$ cat src/rtl/stat_report_pkg.sv
package stat_report_pkg;
    typedef enum logic [1:0] {
        MODE_OFF       = 2'd0,
        MODE_ONCE      = 2'd1,
        MODE_AUTO_HOLD = 2'd2,
        MODE_AUTO_INC  = 2'd3
    } rpt_mode_e;

    typedef enum logic [1:0] {
        ST_OFF   = 2'd0,
        ST_WATCH = 2'd1,
        ST_SEND  = 2'd2
    } rpt_state_e;
endpackage

$ cat src/rtl/stat_mode_ctl.sv
module stat_mode_ctl
    import stat_report_pkg::*;
#(
    parameter int SEQ_W = 6,
    localparam int CW = SEQ_W + 2
) (
    input  logic             clk,
    input  logic             rst,
    input  logic             we,
    input  logic [CW-1:0]    word,
    input  logic             inc,
    output rpt_mode_e        mode,
    output logic [SEQ_W-1:0] seq
);
    always_ff @(posedge clk) begin
        if (rst) begin
            mode <= MODE_OFF;
            seq  <= '0;
        end else if (we) begin
            mode <= rpt_mode_e'(word[CW-1:SEQ_W]);
            seq  <= word[SEQ_W-1:0];
        end else if (inc) begin
            seq  <= seq + 1'b1;
        end
    end

    // a control write loads the sequence field
    a_r2_seq_load: assert property (@(posedge clk) disable iff (rst)
        we |=> (seq == $past(word[SEQ_W-1:0])));
endmodule

$ cat src/rtl/stat_payload_track.sv
module stat_payload_track #(
    parameter int PAY_W = 26
) (
    input  logic             clk,
    input  logic             rst,
    input  logic             load,
    input  logic             accept,
    input  logic [PAY_W-1:0] stat_in,
    output logic [PAY_W-1:0] held,
    output logic             differs
);
    logic [PAY_W-1:0] last_sent;

    always_ff @(posedge clk) begin
        if (rst) begin
            held      <= '0;
            last_sent <= '0;
        end else begin
            if (load)   held      <= stat_in;
            if (accept) last_sent <= held;
        end
    end

    assign differs = (stat_in != last_sent);
endmodule

$ cat src/rtl/stat_report_gen.sv
module stat_report_gen
    import stat_report_pkg::*;
#(
    parameter int PAY_W     = 26,
    parameter int SEQ_W     = 6,
    parameter int ADDR_W    = 8,
    parameter int STAT_ADDR = 8'h2A,
    localparam int CW = SEQ_W + 2
) (
    input  logic              clk,
    input  logic              rst,
    input  logic              ctl_we,
    input  logic [CW-1:0]     ctl_word,
    input  logic [PAY_W-1:0]  stat_in,
    input  logic              msg_ready,
    output logic              msg_valid,
    output logic [PAY_W-1:0]  msg_payload,
    output logic [SEQ_W-1:0]  msg_seq,
    output logic [ADDR_W-1:0] msg_addr
);
    rpt_state_e state, nxt;
    rpt_mode_e  mode;
    logic       load, accept, inc, differs;
    rpt_mode_e  wr_mode;

    assign wr_mode = rpt_mode_e'(ctl_word[CW-1:SEQ_W]);
    assign accept  = (state == ST_SEND) && msg_ready;
    assign inc     = accept && (mode == MODE_AUTO_INC) && !ctl_we;

    stat_mode_ctl #(.SEQ_W(SEQ_W)) u_mode (
        .clk(clk), .rst(rst), .we(ctl_we), .word(ctl_word),
        .inc(inc), .mode(mode), .seq(msg_seq)
    );

    stat_payload_track #(.PAY_W(PAY_W)) u_track (
        .clk(clk), .rst(rst), .load(load), .accept(accept),
        .stat_in(stat_in), .held(msg_payload), .differs(differs)
    );

    always_ff @(posedge clk) begin
        if (rst) state <= ST_OFF;
        else     state <= nxt;
    end

    always_comb begin
        nxt  = state;
        load = 1'b0;
        if (ctl_we) begin
            load = (wr_mode != MODE_OFF);
            nxt  = (wr_mode == MODE_OFF) ? ST_OFF : ST_SEND;
        end else begin
            unique case (state)
                ST_OFF:   nxt = ST_OFF;
                ST_WATCH: if (differs) begin
                              nxt  = ST_SEND;
                              load = 1'b1;
                          end
                ST_SEND:  if (msg_ready)
                              nxt = (mode == MODE_ONCE) ? ST_OFF : ST_WATCH;
                default:  nxt = ST_OFF;
            endcase
        end
    end

    assign msg_valid = (state == ST_SEND);
    assign msg_addr  = ADDR_W'(STAT_ADDR);

    // presented message holds while stalled
    a_r8_hold_stable: assert property (@(posedge clk) disable iff (rst)
        (msg_valid && !msg_ready && !ctl_we) |=>
            (msg_valid && $stable(msg_payload) && $stable(msg_seq)));
    // increment per accepted message in mode 3
    a_r6_seq_inc: assert property (@(posedge clk) disable iff (rst)
        (accept && mode == MODE_AUTO_INC && !ctl_we) |=>
            (msg_seq == SEQ_W'($past(msg_seq) + 1'b1)));
    // sequence kept in mode 2
    a_r5_seq_hold: assert property (@(posedge clk) disable iff (rst)
        (accept && mode == MODE_AUTO_HOLD && !ctl_we) |=> $stable(msg_seq));
    // mode 0 stays silent
    a_r3_off_silent: assert property (@(posedge clk) disable iff (rst)
        (mode == MODE_OFF && !ctl_we) |=> !msg_valid);
    // single request ends after acceptance
    a_r4_single_stop: assert property (@(posedge clk) disable iff (rst)
        (accept && mode == MODE_ONCE && !ctl_we) |=> !msg_valid);
endmodule

$ cat config.mk
export PLATFORM = sky130hd
export DESIGN_NAME = stat_report_gen
export DESIGN_NICKNAME = d
export VERILOG_FILES = /design/src/rtl/stat_report_pkg.sv /design/src/rtl/stat_mode_ctl.sv /design/src/rtl/stat_payload_track.sv /design/src/rtl/stat_report_gen.sv
export SDC_FILE = /design/constraint.sdc
export NUM_CORES = 1
export LEC_CHECK = 0
export BUFFER_PORTS_ARGS = -buffer_cell sky130_fd_sc_hd__buf_2
export CORE_ASPECT_RATIO = 0.7
export CORE_UTILIZATION = 25
export DETAILED_ROUTE_END_ITERATION = 7
export PLACE_DENSITY = 0.43
export SYNTH_ARGS = -nofsm -noshare
export SYNTH_HDL_FRONTEND = slang
export SYNTH_SLANG_ARGS = --single-unit
$ cat constraint.sdc
create_clock -name clk -period 1.85 [get_ports clk]
set_input_delay 0.185 -clock clk [delete_from_list [all_inputs] [get_ports clk]]
set_output_delay 0.185 -clock clk [all_outputs]
set_load 0.005 [all_outputs]
==> impl_results.md <==
* Cell Area, Synth at 0.00297 sq mm
* H-tree levels at 3
* Worst reg2reg setup slack at 0.02 ns
* Max-cap violations at 0
* Synth Register Bits at 62
* Starting Density at 0.263
* Synth area leaders: dfxtp_1 42%, nand2b_1 11%, mux2i_1 11%
* DPL Wire Length at 5.39 mm
* Worst VDD drop at 0.000478 V
* CTS Buffer Depth at 2
* Synthesized area per cell at 8.85 sq um
* Delay-heaviest family, CP: simple AND/OR/NAND/NOR gates
* Number of antenna diodes at 0
* Cells along the critical path: xor2_1 > nor4_2 > nand4_1 > o31ai_4 > buf_4 > buf_6 > mux2i_1
* Crit path launch: u_track.last_sent[20]
* Ys Warns at 0
* Final cycle utilization of the critical path at 0.988
* Post-synth EDFFs at 0
* Final hold viol count at 0
* Reg power frac at 0.430
* Cell Area, Placed at 0.00344 sq mm
* Worst setup path end: u_track.held[18]
* Setup_tns at 0 ns
* Reg-to-reg critical path endpoint: u_track.held[18]
* Buf+Inv Stages, Crit Path at 2
* IO Count at 79
* Hold Crit Class: in2reg
* First-pass GRT wire length at 12.0 mm
* Vias in the first global route at 2211
* Via density at 4.15
* Antenna Violating Nets Remaining at 0
* Detailed Route WL at 7.62 mm
* Design area at 0.00377 sq mm
* Pint at 2.55 mW
* Die Span X at 132 microns
* DR vias at 2354
* Leak Pwr at 1.67 nW
* Layout area overhead at 26.9%
* Routability cong. at 0.744
* Fill count at 1193
* Crit path DAT at 2.09 ns
* Synth Instances at 336
* Residual DRC at 0
* CTS tree: built
* CTS Root Cell: clkbuf_16
* Largest net degree at the start of global routing at 58
* Synth Flop Type: dfxtp_1
* Hold Slack at 0.0927 ns
* Fin crit period at 1.83 ns
* Max frequency at 0.547 GHz
* Initial DRC Count at 117
* Dpl cells at 547
* Area leader, netlist: dfxtp_1
* Multi-input gate area at 0.00160 sq mm
* Non-Filler Instances at 567
* Unique cell type count in the Yosys netlist at 31
* Net switching power at 0.817 mW
* TritonCTS Sinks at 62
* Core area at 0.0113 sq mm
* Num rows at 32
* GRT Overall Usage at 0.132
* Clock skew at 0.00487 ns
* Startpoint types: flip-flop
* Total grt overflow at 0
* Die height at 93.2 microns
* Pwr dens at 893 mW/mm^2
* Critical path endpoint category: flip-flop
* Final setup violation count at 0
* Seq. cell area at 0.00124 sq mm
* Crit-path max FO at 8
* Layout cell share with drive strength beyond 1 at 0.249
* PortBufs at 70
* Clk_lat worst skew at 0.33 ns
* Combinational Power Share at 0.114
* Worst Reg-to-Reg Cells at 7
* Switching Share at 0.242
* RSZ-0062 raised after global routing: true
* CP max-delay cell: nor4_2
* Critical Path RT at 2.11 ns
* Clock share of power at 0.456
* Crit. path cell count at 7
* Num CTS Buffers at 9
* CP peak stage delay at 0.34 ns
* Reg clk slew, reported paths at 0.05 ns
* Synth top area share at 0.418
* Seq/Total Area, Yosys at 0.418
* Total Die Area at 0.0123 sq mm
* Post-Place Worst Slack at -0.0583 ns
* Critical path type: reg2reg
* FF-to-FF Start: u_track.last_sent[20]
* Outcome: finished, final reports clean
* Final core occ at 0.334
* # nets final at 449
* Overall power at 3.37 mW
* First-pass DRT Iterations at 4
* Hold buffer count at cts at 0
* Share of async-settable or async-resettable flops after synthesis at 0
* Routed WL per cell at 13.4 microns
* Final Max Slew Viols at 0
* Worst Slack Setup Final at 0.0213 ns
* Initial antenna violation count at 0
-- tightest hold or removal path: cells and delay by family --
kind,cells,cell delay [ns]
simple gates,1,0.07
buf+inv,1,0.08
mux,1,0.06
-- sequential cells by signal, summed over array words and instances (netlist names) --
register and cells:
u_mode.seq 6, state 2, u_track.last_sent 26, u_track.held 26, u_mode.mode 2
-- cell type report --
cell class	instances	area share
clock buffers	14	0.0700
well taps	153	0.0507
flip-flops and latches	62	0.329
multi-input cells	251	0.423
clock inverters	1	0.00133
repair buffers	84	0.124
inverters	2	0.00199
-- routing by layer --
metal,up-vias,share of wire,global-route usage
li1,1223,-,-
met5,-,0,0
met2,55,0.41,0.187
met4,0,0.014,0.0517
met3,9,0.064,0.0493
met1,1067,0.51,0.180
-- power by group through the flow --
stage	sequential (mW)	combinational, mW	clock, mW
after floorplan	1.47	0.229	0
after global placement	1.47	0.369	0
after detailed placement	1.47	0.374	0
after CTS	1.45	0.389	1.60
after global routing	1.45	0.427	1.65
final	1.45	0.384	1.54
-- layout by cell type (no fill, tap or decap), types with 2 or more instances in the layout --
master     count
buf_2         70
dfxtp_1       62
nand2_1       59
nand2b_1      53
mux2i_1       33
a21oi_1       27
xor2_1        27
nor2_1        10
buf_4         10
clkbuf_16      9
conb_1         8
nor4_2         5
nor3_1         4
xnor2_1        4
nor4_1         3
o21ai_0        3
clkbuf_1       3
buf_6          3
inv_1          2
nand4_1        2
or2b_1         2
o21a_1         2
clkbuf_8       2
-- Yosys cell counts, types with 2 or more instances --
cell and count:
nor2_1 10, nand2b_1 53, buf_4 8, buf_1 4, or2b_1 2, conb_1 2, a21oi_1 27, o21ai_0 3
nand4_1 2, nand2_1 59, xnor2_1 4, mux2i_1 33, clkbuf_1 12, nor4_1 5, nor4_2 3, inv_1 2
nor3_1 4, xor2_1 27, o21a_1 2, buf_12 2, dfxtp_1 62
-- cell families after synthesis --
group | synth area share
XOR/XNOR | 0.0913
other | 0.00253
buffers and inverters | 0.0602
AO/OA/AOI/OAI | 0.0623
flip-flops | 0.418
adder cells (fa/ha/maj) | 0.00421
multiplexers | 0.111
AND/OR/NAND/NOR | 0.251
-- how the worst min path moves through the flow --
stage / endpoint / startpoint / depth (start not counted) / slack, ns
after floorplan: u_mode.seq[1] / ctl_word[1] / 2 / 0.33
after global routing: u_mode.seq[4] / ctl_word[4] / 3 / 0.09
after detailed placement: u_mode.seq[4] / ctl_word[4] / 3 / 0.44
after CTS: u_mode.seq[4] / ctl_word[4] / 3 / 0.08
after global placement: u_mode.seq[2] / ctl_word[2] / 3 / 0.42
final: u_mode.seq[5] / ctl_word[5] / 3 / 0.09
-- what timing repair did --
| action | in CTS | in global routing |
|---|---|---|
| buffers inserted | 2 | 1 |
| cloned | 2 | 0 |
| setup endpoints to repair | 26 | 26 |
| resized for setup | 4 | 3 |
| pin swaps | 2 | 2 |
| endpoints found under the hold margin | 0 | 0 |
No activity file was read; power rests on OpenSTA's default activity.
